## config.mk

```make
export PLATFORM = sky130hd
export DESIGN_NAME = rpt_cpu_if
export DESIGN_NICKNAME = d
export VERILOG_FILES = /design/src/rtl/rpt_pkg.sv /design/src/rtl/rpt_irq_state.sv /design/src/rtl/rpt_pend_select.sv /design/src/rtl/rpt_active_prio.sv /design/src/rtl/rpt_cpu_if.sv
export SDC_FILE = /design/constraint.sdc
export NUM_CORES = 1
export LEC_CHECK = 0
export ABC_AREA = 1
export BUFFER_PORTS_ARGS = -buffer_cell sky130_fd_sc_hd__buf_2
export CORE_MARGIN = 5
export CORE_UTILIZATION = 55
export DETAILED_ROUTE_END_ITERATION = 10
export PLACE_DENSITY_LB_ADDON = 0.08
export SETUP_SLACK_MARGIN = 0.5
export SLEW_MARGIN = 30
export SYNTH_ARGS = -nofsm -noshare
export SYNTH_HDL_FRONTEND = slang
export SYNTH_SLANG_ARGS = --single-unit
export TNS_END_PERCENT = 10
```

## constraint.sdc

```tcl
create_clock -name clk -period 31.7 [get_ports clk]
set_input_delay 6.34 -clock clk [delete_from_list [all_inputs] [get_ports clk]]
set_output_delay 6.34 -clock clk [all_outputs]
set_load 0.05 [all_outputs]
```

## src/rtl/rpt_pkg.sv

```systemverilog
// Package: shared widths and constants for the running-priority tracker.
// Assumes 8-bit priorities where a smaller value is more urgent.
package rpt_pkg;
    localparam int PRIO_W       = 8;
    localparam int PREEMPT_BITS = 5;
    localparam int LEVELS       = 1 << PREEMPT_BITS;
    localparam int SUB_W        = PRIO_W - PREEMPT_BITS;
    localparam int ID_W         = 10;
    localparam logic [ID_W-1:0]   SPURIOUS_ID = 10'd1023;
    localparam logic [PRIO_W-1:0] IDLE_PRIO   = 8'hFF;

    typedef logic [PRIO_W-1:0]       prio_t;
    typedef logic [ID_W-1:0]         id_t;
    typedef logic [PREEMPT_BITS-1:0] level_t;
endpackage

```

## src/rtl/rpt_irq_state.sv

```systemverilog
// Module: rpt_irq_state
// Holds the priority, pending and active bits of each interrupt ID.
// Assumes the caller has already resolved operation precedence: ack_en,
// clr_a_en and clr_b_en arrive only when they are to take effect.
module rpt_irq_state
    import rpt_pkg::*;
#(
    parameter int NUM_IRQ = 16
) (
    input  logic                 clk,
    input  logic                 rst_n,
    input  logic                 cfg_we,
    input  id_t                  cfg_id,
    input  prio_t                cfg_prio,
    input  logic [NUM_IRQ-1:0]   set_pend,
    input  logic                 ack_en,
    input  id_t                  ack_id,
    input  logic                 clr_a_en,
    input  id_t                  clr_a_id,
    input  logic                 clr_b_en,
    input  id_t                  clr_b_id,
    output logic [NUM_IRQ-1:0]   pend,
    output logic [NUM_IRQ-1:0]   act,
    output prio_t [NUM_IRQ-1:0]  prio
);

    for (genvar g = 0; g < NUM_IRQ; g++) begin : g_slot
        logic hit_ack;
        logic hit_clr;

        // Decode which operations address this ID.
        always_comb begin
            hit_ack = ack_en && (ack_id == id_t'(g));
            hit_clr = (clr_a_en && (clr_a_id == id_t'(g))) ||
                      (clr_b_en && (clr_b_id == id_t'(g)));
        end

        // Priority register, written by configuration.
        always_ff @(posedge clk) begin
            if (!rst_n)
                prio[g] <= IDLE_PRIO;
            else if (cfg_we && (cfg_id == id_t'(g)))
                prio[g] <= cfg_prio;
        end

        // Pending bit: a set wins over the acknowledge's clear.
        always_ff @(posedge clk) begin
            if (!rst_n)
                pend[g] <= 1'b0;
            else if (set_pend[g])
                pend[g] <= 1'b1;
            else if (hit_ack)
                pend[g] <= 1'b0;
        end

        // Active bit: an acknowledge's set wins over any clear.
        always_ff @(posedge clk) begin
            if (!rst_n)
                act[g] <= 1'b0;
            else if (hit_ack)
                act[g] <= 1'b1;
            else if (hit_clr)
                act[g] <= 1'b0;
        end


        pend_hold_chk: assert property (@(posedge clk) disable iff (!rst_n)
            pend[g] && !hit_ack |=> pend[g]);
    end

endmodule

```

## src/rtl/rpt_pend_select.sv

```systemverilog
// Module: rpt_pend_select
// Finds the most urgent interrupt that is pending and not active.
// A tie on priority goes to the lower ID. Purely combinational.
module rpt_pend_select
    import rpt_pkg::*;
#(
    parameter int NUM_IRQ = 16
) (
    input  logic [NUM_IRQ-1:0]   pend,
    input  logic [NUM_IRQ-1:0]   act,
    input  prio_t [NUM_IRQ-1:0]  prio,
    output logic                 cand_valid,
    output id_t                  cand_id,
    output prio_t                cand_prio
);

    // Linear scan with a strict compare, which keeps the lowest ID on a tie.
    always_comb begin
        cand_valid = 1'b0;
        cand_id    = SPURIOUS_ID;
        cand_prio  = IDLE_PRIO;
        for (int i = 0; i < NUM_IRQ; i++) begin
            if (pend[i] && !act[i] && (!cand_valid || prio[i] < cand_prio)) begin
                cand_valid = 1'b1;
                cand_id    = id_t'(i);
                cand_prio  = prio[i];
            end
        end
    end

endmodule

```

## src/rtl/rpt_active_prio.sv

```systemverilog
// Module: rpt_active_prio
// Active-priority bit vector, one bit per preemption level, and the
// running priority derived from it. Assumes the caller grants at most one
// of write, drop and set per cycle, in that order of precedence.
module rpt_active_prio
    import rpt_pkg::*;
(
    input  logic              clk,
    input  logic              rst_n,
    input  logic              wr_en,
    input  logic [LEVELS-1:0] wr_data,
    input  logic              drop_en,
    input  logic              set_en,
    input  level_t            set_lvl,
    output prio_t             rpr,
    output logic              empty
);

    logic [LEVELS-1:0] vec;
    level_t            top_lvl;

    // Lowest-numbered set bit is the most urgent active level.
    always_comb begin
        top_lvl = '0;
        for (int i = LEVELS - 1; i >= 0; i--)
            if (vec[i]) top_lvl = level_t'(i);
    end

    // Running priority in 8-bit form, or idle when nothing is active.
    always_comb begin
        empty = (vec == '0);
        rpr   = empty ? IDLE_PRIO : {top_lvl, {SUB_W{1'b0}}};
    end

    // Vector update: direct write, stack drop or new activation.
    always_ff @(posedge clk) begin
        if (!rst_n)
            vec <= '0;
        else if (wr_en)
            vec <= wr_data;
        else if (drop_en)
            vec[top_lvl] <= 1'b0;
        else if (set_en)
            vec[set_lvl] <= 1'b1;
    end


    eoi_drop_chk: assert property (@(posedge clk) disable iff (!rst_n)
        drop_en && !wr_en && !empty |=> $countones(vec) == $countones($past(vec)) - 1);

endmodule

```

## src/rtl/rpt_cpu_if.sv

```systemverilog
// Module: rpt_cpu_if
// Per-core CPU interface priority tracking: the interrupt request,
// acknowledge, combined drop-and-deactivate completion, direct vector
// write and clear-active operation. Assumes IDs 0..NUM_IRQ-1 exist.
// Other IDs address nothing.
module rpt_cpu_if
    import rpt_pkg::*;
#(
    parameter int NUM_IRQ = 16
) (
    input  logic               clk,
    input  logic               rst_n,
    input  logic               cfg_we,
    input  logic [ID_W-1:0]    cfg_id,
    input  logic [PRIO_W-1:0]  cfg_prio,
    input  logic [NUM_IRQ-1:0] irq_set,
    input  logic [PRIO_W-1:0]  pmr,
    input  logic               ack_req,
    output logic [ID_W-1:0]    ack_id,
    input  logic               eoi_req,
    input  logic [ID_W-1:0]    eoi_id,
    input  logic               apr_we,
    input  logic [LEVELS-1:0]  apr_wdata,
    input  logic               deact_req,
    input  logic [ID_W-1:0]    deact_id,
    output logic [PRIO_W-1:0]  rpr,
    output logic               irq,
    output logic               eoi_err
);

    logic [NUM_IRQ-1:0]  pend;
    logic [NUM_IRQ-1:0]  act;
    prio_t [NUM_IRQ-1:0] prio;
    logic                cand_valid;
    id_t                 cand_id;
    prio_t               cand_prio;
    logic                qual;
    logic                vec_empty;
    logic                eoi_take;
    logic                eoi_bad;
    logic                ack_take;

    // Qualification of the candidate and the precedence of operations.
    always_comb begin
        qual     = cand_valid && (cand_prio < rpr) && (cand_prio < pmr);
        eoi_take = eoi_req && !apr_we && !vec_empty;
        eoi_bad  = eoi_req && !apr_we && vec_empty;
        ack_take = ack_req && !apr_we && !eoi_req && qual;
        irq      = qual;
        ack_id   = qual ? cand_id : SPURIOUS_ID;
    end

    // Sticky flag for a completion with nothing active.
    always_ff @(posedge clk) begin
        if (!rst_n)
            eoi_err <= 1'b0;
        else if (eoi_bad)
            eoi_err <= 1'b1;
    end

    rpt_irq_state #(.NUM_IRQ(NUM_IRQ)) i_state (
        .clk      (clk),
        .rst_n    (rst_n),
        .cfg_we   (cfg_we),
        .cfg_id   (cfg_id),
        .cfg_prio (cfg_prio),
        .set_pend (irq_set),
        .ack_en   (ack_take),
        .ack_id   (cand_id),
        .clr_a_en (eoi_take),
        .clr_a_id (eoi_id),
        .clr_b_en (deact_req),
        .clr_b_id (deact_id),
        .pend     (pend),
        .act      (act),
        .prio     (prio)
    );

    rpt_pend_select #(.NUM_IRQ(NUM_IRQ)) i_sel (
        .pend       (pend),
        .act        (act),
        .prio       (prio),
        .cand_valid (cand_valid),
        .cand_id    (cand_id),
        .cand_prio  (cand_prio)
    );

    rpt_active_prio i_apr (
        .clk     (clk),
        .rst_n   (rst_n),
        .wr_en   (apr_we),
        .wr_data (apr_wdata),
        .drop_en (eoi_take),
        .set_en  (ack_take),
        .set_lvl (cand_prio[PRIO_W-1 -: PREEMPT_BITS]),
        .rpr     (rpr),
        .empty   (vec_empty)
    );


    apr_clear_chk: assert property (@(posedge clk) disable iff (!rst_n)
        apr_we && apr_wdata == '0 |=> rpr == IDLE_PRIO);


    eoi_err_sticky_chk: assert property (@(posedge clk) disable iff (!rst_n)
        eoi_err |=> eoi_err);


    eoi_empty_chk: assert property (@(posedge clk) disable iff (!rst_n)
        eoi_req && !apr_we && rpr == IDLE_PRIO |=> eoi_err && rpr == IDLE_PRIO);


    deact_keep_chk: assert property (@(posedge clk) disable iff (!rst_n)
        deact_req && !apr_we && !eoi_req && !ack_req |=> $stable(rpr));


    ack_raise_chk: assert property (@(posedge clk) disable iff (!rst_n)
        ack_req && !apr_we && !eoi_req && irq |=> rpr < $past(rpr));

endmodule

```

==> impl_metrics.ini, run 1 <==
[worst_hold_path]
hp-class = flip-flop to flip-flop
worstHoldEndpoint = i_state.pend[3]$_SDFFE_PN0P_
hold_start = i_state.pend[3]$_SDFFE_PN0P_
hold_depth = 2

[grt]
grt_pass1_vias = 13100
antenna_found_initial = 0
grt-busiest-layer = met2
use_met3 = 0.0441
grt_usage = 0.279
grt_max_degree = 94
grt_overflow = 0
grt_pass1_wl_um = 65300
grt.met1_usage = 0.371
met2_usage = 0.472

[cells_and_area]
syn_to_final_growth_pct = 8.75
drive_gt1_frac = 0.103
fillers = 2482
antennaDiodeCount = 0
ff_latch_area_um2 = 3860
fin_nets = 2412
final_util = 0.603
multi_input_area_um2 = 8600

[clock_network]
clock_path_buffers = 2
cts_tree = yes
clk_pin_slew_ps = 80
hold_buffers = 0
root_buffer = clkbuf_16
htree_levels = 4
clock_latency_ps = 440
cts_made_buffers = 17
cts_num_sinks = 193

[timing]
fin_skew_ps = 16.8
rsz0062_at_grt = no
max_freq_ghz = 0.0345
post-route-period-util = 0.914
relSlewSlack = 0.336
setup_viol = 0
fin_tns_setup_ps = 0
hold_viol = 0
tightest_slew_ps = 995
drv_slew = 0
min_period_ps = 28980

[power]
ir_drop_mv = 0.0323
cellLeakagePower_nw = 8.06
switching_power_w = 0.000186
seqPwrFrac = 0.432
switching_share = 0.319
powerDensity_nw_per_um2 = 38.6
intPower_w = 0.000397
power_frac_clock = 0.395
p_comb_frac = 0.172

[critical_path]
endpoint_kind = primary output
cp-start-kind = flip-flop
cp_top_family = compound AO/OA/AOI/OAI gates
r2r_setup_slack_ps = 8900
crit_buf_inv = 12
cp.required_ps = 25360
reg2reg_from = i_state.pend[0]$_SDFFE_PN0P_
r2r_end = i_apr.vec[3]$_SDFFE_PN0P_
cp_max_fo = 19
ff2ff_path_depth = 146
max_stage_delay_ps = 540
critical_path_class = flip-flop to primary output
arrival_ps = 22640
slowest_stage = o21ai_0
path_depth = 145
path_common_cell = nand2_1

[logic_synthesis]
synth_top_cell_area_share = 0.278
syn-cell-area_um2 = 13900
syn_area_per_cell_um2 = 6.42
ys_ff_latch = 193
yosys.area.top_type = dfxtp_1
post_synth_num_cell_types = 41
synth_cells = 2162
mappedNetlistNets = 2358
yosysSeqAreaShare = 0.278
yosys-top-cells-area = dfxtp_1 (28%), nand2_1 (17%), ha_1 (8.6%)
yosysWarnings = 0

[status]
status = finished clean

[route]
routed_wirelength_um = 40800
avgViaCountPerCell = 5.58
firstDrtPassIters = 6
route.detailed.drc = 0
drtAntennaViolNets = 0
detail_route.iter0.violations = 1371
vias = 14300
wl_per_cell_um = 15.9

[placed_design]
port_buffers = 120
hpwl_um = 30000
gp_congestion = 0.924

[floorplan]
core_area_um2 = 25000
rows = 58
pin_count = 121
start_util = 0.555
die_w_um = 169
dieArea_um2 = 28500
die_y_um = 169

[flow_run]
cap_violations = 0
[tightest hold or removal path, stage by stage, from the launching register on]
cell     delay, ps
dfxtp_1        320
nand2_1         60
a21oi_1         50
[cells in the final DEF, fill, tap and decap left out, drive strengths merged]
cell and instances:
a211o 1, a211oi 16, a21oi 106, a221oi 1, a311oi 1, a31oi 50
and2 1, buf 130, bufinv 2, clkbuf 17, clkinv 7, clkinvlp 1
dfxtp 193, ha 95, inv 246, nand2 676, nand3 136, nand3b 9
nand4 24, nor2 203, nor3 15, nor4 8, o211ai 136, o21ai 128
o21bai 12, o221ai 7, o311ai 2, o31a 2, o31ai 2, or2 2
[worst max path at each step]
stage,slack [ps],end,startpoint
floorplan,3880,ack_id[0],i_state.pend[0]$_SDFFE_PN0P_
global placement,3080,irq,i_state.pend[0]$_SDFFE_PN0P_
detailed placement,2330,irq,i_state.pend[0]$_SDFFE_PN0P_
CTS,1750,irq,i_state.pend[0]$_SDFFE_PN0P_
global route,470,ack_id[0],i_state.pend[0]$_SDFFE_PN0P_
finish,2720,irq,i_state.pend[0]$_SDFFE_PN0P_
[per-stage QoR]
stage | setup WS [ps] | instances | hold slack (ps) | power [W] | area, um2
detailed placement | 2330 | 2521 | 455 | 0.000356 | 14400
global placement | 3080 | 2520 | 445 | 0.000354 | 14400
floorplan | 3880 | 2162 | 438 | 0.000326 | 13900
global route | 473 | 2559 | 480 | 0.000609 | 15100
finish | 2720 | 2559 | 462 | 0.000583 | 15100
CTS | 1750 | 2553 | 466 | 0.000585 | 15000
[logic make-up after synthesis]
kind of cell,after synthesis,share of synthesized area
buffers and inverters,336,0.103
and+or+nand+nor,1074,0.325
adders and majority gates,95,0.0856
DFF,193,0.278
AOI/OAI and AO/OA,464,0.208
[flip-flops by register name (all words and copies together), names as in the netlist]
signal	flops
i_state.prio	128
i_apr.vec	32
i_state.act	16
i_state.pend	16
eoi_err	1
[what timing repair did]
item                                    in CTS  in global routing
gates resized for setup                      0                 35
buffers inserted                             0                  6
endpoints found under the setup margin       0                 11
[cells in the mapped netlist]
master	n
a211o_1	1
a211oi_1	16
a21oi_1	105
a21oi_4	1
a221oi_1	1
a311oi_1	1
a31oi_1	50
and2_1	1
buf_2	12
buf_4	29
buf_6	2
clkbuf_1	45
clkinv_1	2
dfxtp_1	193
dlygate4sd1_1	7
ha_1	95
inv_1	225
inv_2	14
nand2_1	639
nand2_2	29
nand2_4	8
nand3_1	135
nand3_4	1
nand3b_1	9
nand4_1	24
nor2_1	197
nor2_2	4
nor2_4	2
nor3_1	15
nor4_1	8
o211ai_1	136
o21ai_0	96
o21ai_1	30
o21ai_4	2
o21bai_1	12
o221ai_1	7
o311ai_0	2
o31a_1	2
o31ai_1	2
or2_1	1
or2_2	1
[layer usage]
metal,up-vias,wire (um)
met3,59,2470
li1,7372,-
met1,6442,18600
met5,-,0
met2,418,18900
met4,0,761
[final cells by class]
type / count / share of cell area
multi-input combinational: 1633 / 0.570
sequential: 193 / 0.256
inverter: 241 / 0.0599
timing repair buffer: 130 / 0.0462
clock buffer: 17 / 0.0282
tap: 330 / 0.0273
clock inverter: 15 / 0.0128
[power by group through the flow]
stage                     combinational, W  clock [W]  sequential, W
after floorplan                  0.0000696          0       0.000256
after global placement           0.0000967          0       0.000257
after detailed placement         0.0000983          0       0.000257
after CTS                        0.0000988   0.000234       0.000252
after global routing              0.000111   0.000245       0.000253
final                             0.000101   0.000230       0.000252
Power figures use the tool's default switching activity.
==> run 2: changes to the inputs <==
--- a/config.mk
+++ b/config.mk
@@ -10,8 +10,8 @@
 export CORE_MARGIN = 5
 export CORE_UTILIZATION = 55
 export DETAILED_ROUTE_END_ITERATION = 10
-export PLACE_DENSITY_LB_ADDON = 0.08
-export SETUP_SLACK_MARGIN = 0.5
+export PLACE_DENSITY_LB_ADDON = 0.15
+export SKIP_CTS_REPAIR_TIMING = 1
 export SLEW_MARGIN = 30
 export SYNTH_ARGS = -nofsm -noshare
 export SYNTH_HDL_FRONTEND = slang
==> impl_metrics.ini, run 2 (synthesized netlist as in run 1, its figures left out) <==
[timing]
tightest_slew_ps = 1030
setup_viol = 0
min_period_ps = 29480
hold_ws_ps = 460
fin_skew_ps = 18.9
hold_viol = 0
drv_slew = 0
relSlewSlack = 0.310
max_freq_ghz = 0.0339
fin_tns_setup_ps = 0
post-route-period-util = 0.930

[critical_path]
cp.required_ps = 25360
cp-start-kind = flip-flop
endpoint_kind = primary output
critical_path_class = flip-flop to primary output
ff2ff_path_depth = 137
slowest_stage = o21ai_0
endpoint = ack_id[3]
reg2reg_from = i_state.pend[0]$_SDFFE_PN0P_
path_common_cell = nand2_1
max_stage_delay_ps = 410
arrival_ps = 23140
cp-startpoint = i_state.pend[0]$_SDFFE_PN0P_
r2r_end = i_apr.vec[8]$_SDFFE_PN0P_
r2r_setup_slack_ps = 8450
cp_max_fo = 19

[power]
ir_drop_mv = 0.0292
cellLeakagePower_nw = 8.03
powerDensity_nw_per_um2 = 37.3

[placed_design]
place_inst = 2523
port_buffers = 120
hpwl_um = 30600
gp_congestion = 0.995

[cells_and_area]
antennaDiodeCount = 0
drive_gt1_frac = 0.100
final_cells = 2558
final_common_cell = nand2_1
fin_nets = 2412
ff_latch_area_um2 = 3860
largestRegisters = i_state.prio x128, i_apr.vec x32
multi_input_area_um2 = 8600
top_register = i_state.prio
largest_register_ffs = 128
final_cell_mix = nand2_1 (639), inv_1 (224), nor2_1 (195)
fillers = 2552
syn_to_final_growth_pct = 8.02

[grt]
grt_pass1_vias = 13200
grt_overflow = 0
antenna_found_initial = 0
grt_pass1_wl_um = 65900
grt_max_degree = 94
grt_usage = 0.281

[route]
firstDrtPassIters = 5
routed_wirelength_um = 41200
detail_route.iter0.violations = 1329
route.detailed.drc = 0
wl_per_cell_um = 16.1
vias = 14300
avgViaCountPerCell = 5.59
drtAntennaViolNets = 0

[clock_network]
root_buffer = clkbuf_16
cts_made_buffers = 17
clock_latency_ps = 440
htree_levels = 4
clock_path_buffers = 2
clk_pin_slew_ps = 70
cts_tree = yes
cts_num_sinks = 193

[floorplan]
die_w_um = 169
core_area_um2 = 25000
rows = 58
dieArea_um2 = 28500
die_y_um = 169
start_util = 0.555
pin_count = 121

[flow_run]
cap_violations = 0

[status]
status = finished clean

[worst_hold_path]
hp-class = flip-flop to flip-flop
## run 2: layer usage
metal	vias up	track usage	wire length, um
met5	-	0	0
met4	0	0.0836	884
met3	64	0.0395	2450
met2	437	0.476	19000
met1	6453	0.374	18900
li1	7349	-	-
## run 2: worst max-delay path: cells and delay by family (launching register included)
family,cells,cell delay (ps)
buf+inv,6,990
flops,1,400
simple gates,73,7270
compound gates,42,9230
fa+ha+maj,16,4750
## run 2: worst min path at each step
stage | cells past startpoint | to | slack [ps] | startpoint
floorplan | 2 | i_state.prio[0]$_SDFFE_PN1P_ | 440 | i_state.prio[0]$_SDFFE_PN1P_
global placement | 2 | i_state.pend[8]$_SDFFE_PN0P_ | 450 | i_state.pend[8]$_SDFFE_PN0P_
detailed placement | 2 | i_state.pend[8]$_SDFFE_PN0P_ | 450 | i_state.pend[8]$_SDFFE_PN0P_
CTS | 2 | i_state.pend[2]$_SDFFE_PN0P_ | 460 | i_state.pend[2]$_SDFFE_PN0P_
global route | 2 | i_state.pend[6]$_SDFFE_PN0P_ | 480 | i_state.pend[6]$_SDFFE_PN0P_
finish | 2 | i_state.pend[2]$_SDFFE_PN0P_ | 460 | i_state.pend[2]$_SDFFE_PN0P_
## run 2: layout make-up
class / instances / area share
clock inverter: 11 / 0.00709
timing repair buffer: 130 / 0.0452
multi-input combinational: 1633 / 0.573
sequential: 193 / 0.258
inverter: 241 / 0.0603
clock buffer: 20 / 0.0291
tap: 330 / 0.0275
## run 2: stage by stage
| step | power [W] | util | area (um2) | setup WS (ps) |
|---|---|---|---|---|
| 2_1_floorplan | 0.000326 | - | 13900 | 3880 |
| 3_3_place_gp | 0.000354 | 0.576 | 14400 | 3080 |
| 3_5_place_dp | 0.000356 | 0.576 | 14400 | 2270 |
| 4_1_cts | 0.000562 | 0.598 | 15000 | 1740 |
| 5_1_grt | 0.000586 | 0.599 | 15000 | -10.9 |
| 6_report | 0.000560 | 0.599 | 15000 | 2220 |
## run 2: report_power, final
part           internal (W)  switching [W]
Sequential         0.000247     0.00000480
Combinational     0.0000289      0.0000707
Clock              0.000109      0.0000994
==> run 3: changes to the inputs <==
--- a/config.mk
+++ b/config.mk
@@ -15,5 +15,6 @@
 export SLEW_MARGIN = 30
 export SYNTH_ARGS = -nofsm -noshare
 export SYNTH_HDL_FRONTEND = slang
+export SYNTH_HIERARCHICAL = 1
 export SYNTH_SLANG_ARGS = --single-unit
 export TNS_END_PERCENT = 10
==> impl_metrics.ini, run 3 <==
[timing]
post-route-period-util = 0.930
relSlewSlack = 0.244
fin_tns_setup_ps = 0
max_freq_ghz = 0.0339
hold_ws_ps = 468
min_period_ps = 29490
tightest_slew_ps = 1130
setup_viol = 0
drv_slew = 0
fin_skew_ps = 22.5
hold_viol = 0
rsz0062_at_grt = no

[grt]
grt_pass1_wl_um = 69300
antenna_found_initial = 1
grt_usage = 0.293
grt_overflow = 0
grt_pass1_vias = 13700
grt_max_degree = 101

[route]
drtAntennaViolNets = 0
detail_route.iter0.violations = 1451
wl_per_cell_um = 15.9
routed_wirelength_um = 43300
avgViaCountPerCell = 5.58
vias = 15200
firstDrtPassIters = 6
route.detailed.drc = 0

[floorplan]
rows = 58
dieArea_um2 = 29100
die_y_um = 171
start_util = 0.561
core_area_um2 = 25300
pin_count = 121
die_w_um = 171

[logic_synthesis]
syn-cell-area_um2 = 14200
yosysWarnings = 6
ys_ff_latch = 193
ys_top_cells_by_count = nand2_1 (731), nand3_1 (388), nor2_1 (216), inv_1 (213), dfxtp_1 (193)
synth_cells = 2329
yosysSeqAreaShare = 0.272
yosys.area.top_type = dfxtp_1
synth_async_sr_flop_share = 0
synth_edf_count = 0
yosys-top-cells-area = dfxtp_1 (27%), nand2_1 (19%), nand3_1 (14%)
post_synth_num_cell_types = 41
mappedNetlistNets = 2524
synth_top_cell_area_share = 0.272
synth.most_common_cell = nand2_1
synth_ff_type = dfxtp_1
syn_area_per_cell_um2 = 6.10

[clock_network]
clk_pin_slew_ps = 70
clock_latency_ps = 440
clock_path_buffers = 2
cts_made_buffers = 17
root_buffer = clkbuf_16
cts_num_sinks = 193
htree_levels = 4
cts_tree = yes

[flow_run]
cap_violations = 0

[cells_and_area]
final_util = 0.609
fin_nets = 2578
syn_to_final_growth_pct = 8.66
fillers = 2522
ff_latch_area_um2 = 3860
final_common_cell = nand2_1
top_register = i_state/prio
largestRegisters = i_state/prio x128, i_apr/vec x32
antennaDiodeCount = 0
multi_input_area_um2 = 8990
largest_register_ffs = 128
final_cell_mix = nand2_1 (731), nand3_1 (388), nor2_1 (216)
drive_gt1_frac = 0.102
final_cells = 2726

[critical_path]
critical_path_class = flip-flop to primary output
arrival_ps = 23150
slowest_stage = dfxtp_1
cp.required_ps = 25360
cp-start-kind = flip-flop
crit_buf_inv = 6
path_common_cell = nand2_1
endpoint_kind = primary output
cp_top_family = compound AO/OA/AOI/OAI gates
max_stage_delay_ps = 450
cp_max_fo = 17

[placed_design]
place_inst = 2694
hpwl_um = 32200
port_buffers = 120
gp_congestion = 0.970

[power]
cellLeakagePower_nw = 8.07
ir_drop_mv = 0.0324
powerDensity_nw_per_um2 = 37.7

[status]
status = finished clean

[worst_hold_path]
hp-class = flip-flop to flip-flop
==> run 3: cell type report <==
cell class | count | area share
clock buffer | 18 | 0.0285
clock inverter | 14 | 0.0119
inverter | 235 | 0.0571
multi-input combinational | 1808 | 0.582
sequential | 193 | 0.250
tap | 330 | 0.0268
timing repair buffer | 128 | 0.0432
==> run 3: metal layers <==
metal / track usage / wire length, um / up-vias
li1: - / - / 7707
met1: 0.405 / 19700 / 6853
met2: 0.475 / 19300 / 540
met3: 0.0494 / 3220 / 97
met4: 0.0823 / 1100 / 2
met5: 0 / 20 / -
==> run 3: tightest hold or removal path: cells and delay by family (launching register included) <==
kind / cells / cell delay, ps
AO/OA/AOI/OAI: 1 / 50
flip-flops: 1 / 310
AND/OR/NAND/NOR: 1 / 60
==> run 3: cell families after synthesis <==
logic type	count (synthesis)	share of synthesized area
compound gates	268	0.102
fa+ha+maj	94	0.0828
buf+inv	328	0.0957
flops	193	0.272
simple gates	1446	0.447
==> run 3: final timing paths <==
check | endpoint | cells after the start | slack (ps) | startpoint
worst min-delay path | i_state/pend[4]$_SDFFE_PN0P_ | 2 | 470 | i_state/pend[4]$_SDFFE_PN0P_
worst min register to register | i_state/pend[4]$_SDFFE_PN0P_ | 2 | 470 | i_state/pend[4]$_SDFFE_PN0P_
worst max register to register | i_apr/vec[0]$_SDFFE_PN0P_ | 143 | 7650 | i_state/pend[0]$_SDFFE_PN0P_
worst max-delay path | irq | 139 | 2210 | i_state/pend[0]$_SDFFE_PN0P_
==> run 3: report_power, final <==
group | leakage [nW] | internal (W) | switching (W)
clock network | 0.305 | 0.000117 | 0.000112
logic | 6.19 | 0.0000280 | 0.0000747
registers | 1.57 | 0.000247 | 0.00000355
==> run 3: through the flow <==
stage / worst slack [ps] / total power, W / area [um2]
after floorplan: 5010 / 0.000327 / 14200
after global placement: 3850 / 0.000356 / 14800
after detailed placement: 3180 / 0.000357 / 14800
after CTS: 2550 / 0.000585 / 15400
after global routing: 14.2 / 0.000610 / 15400
final: 2210 / 0.000582 / 15400
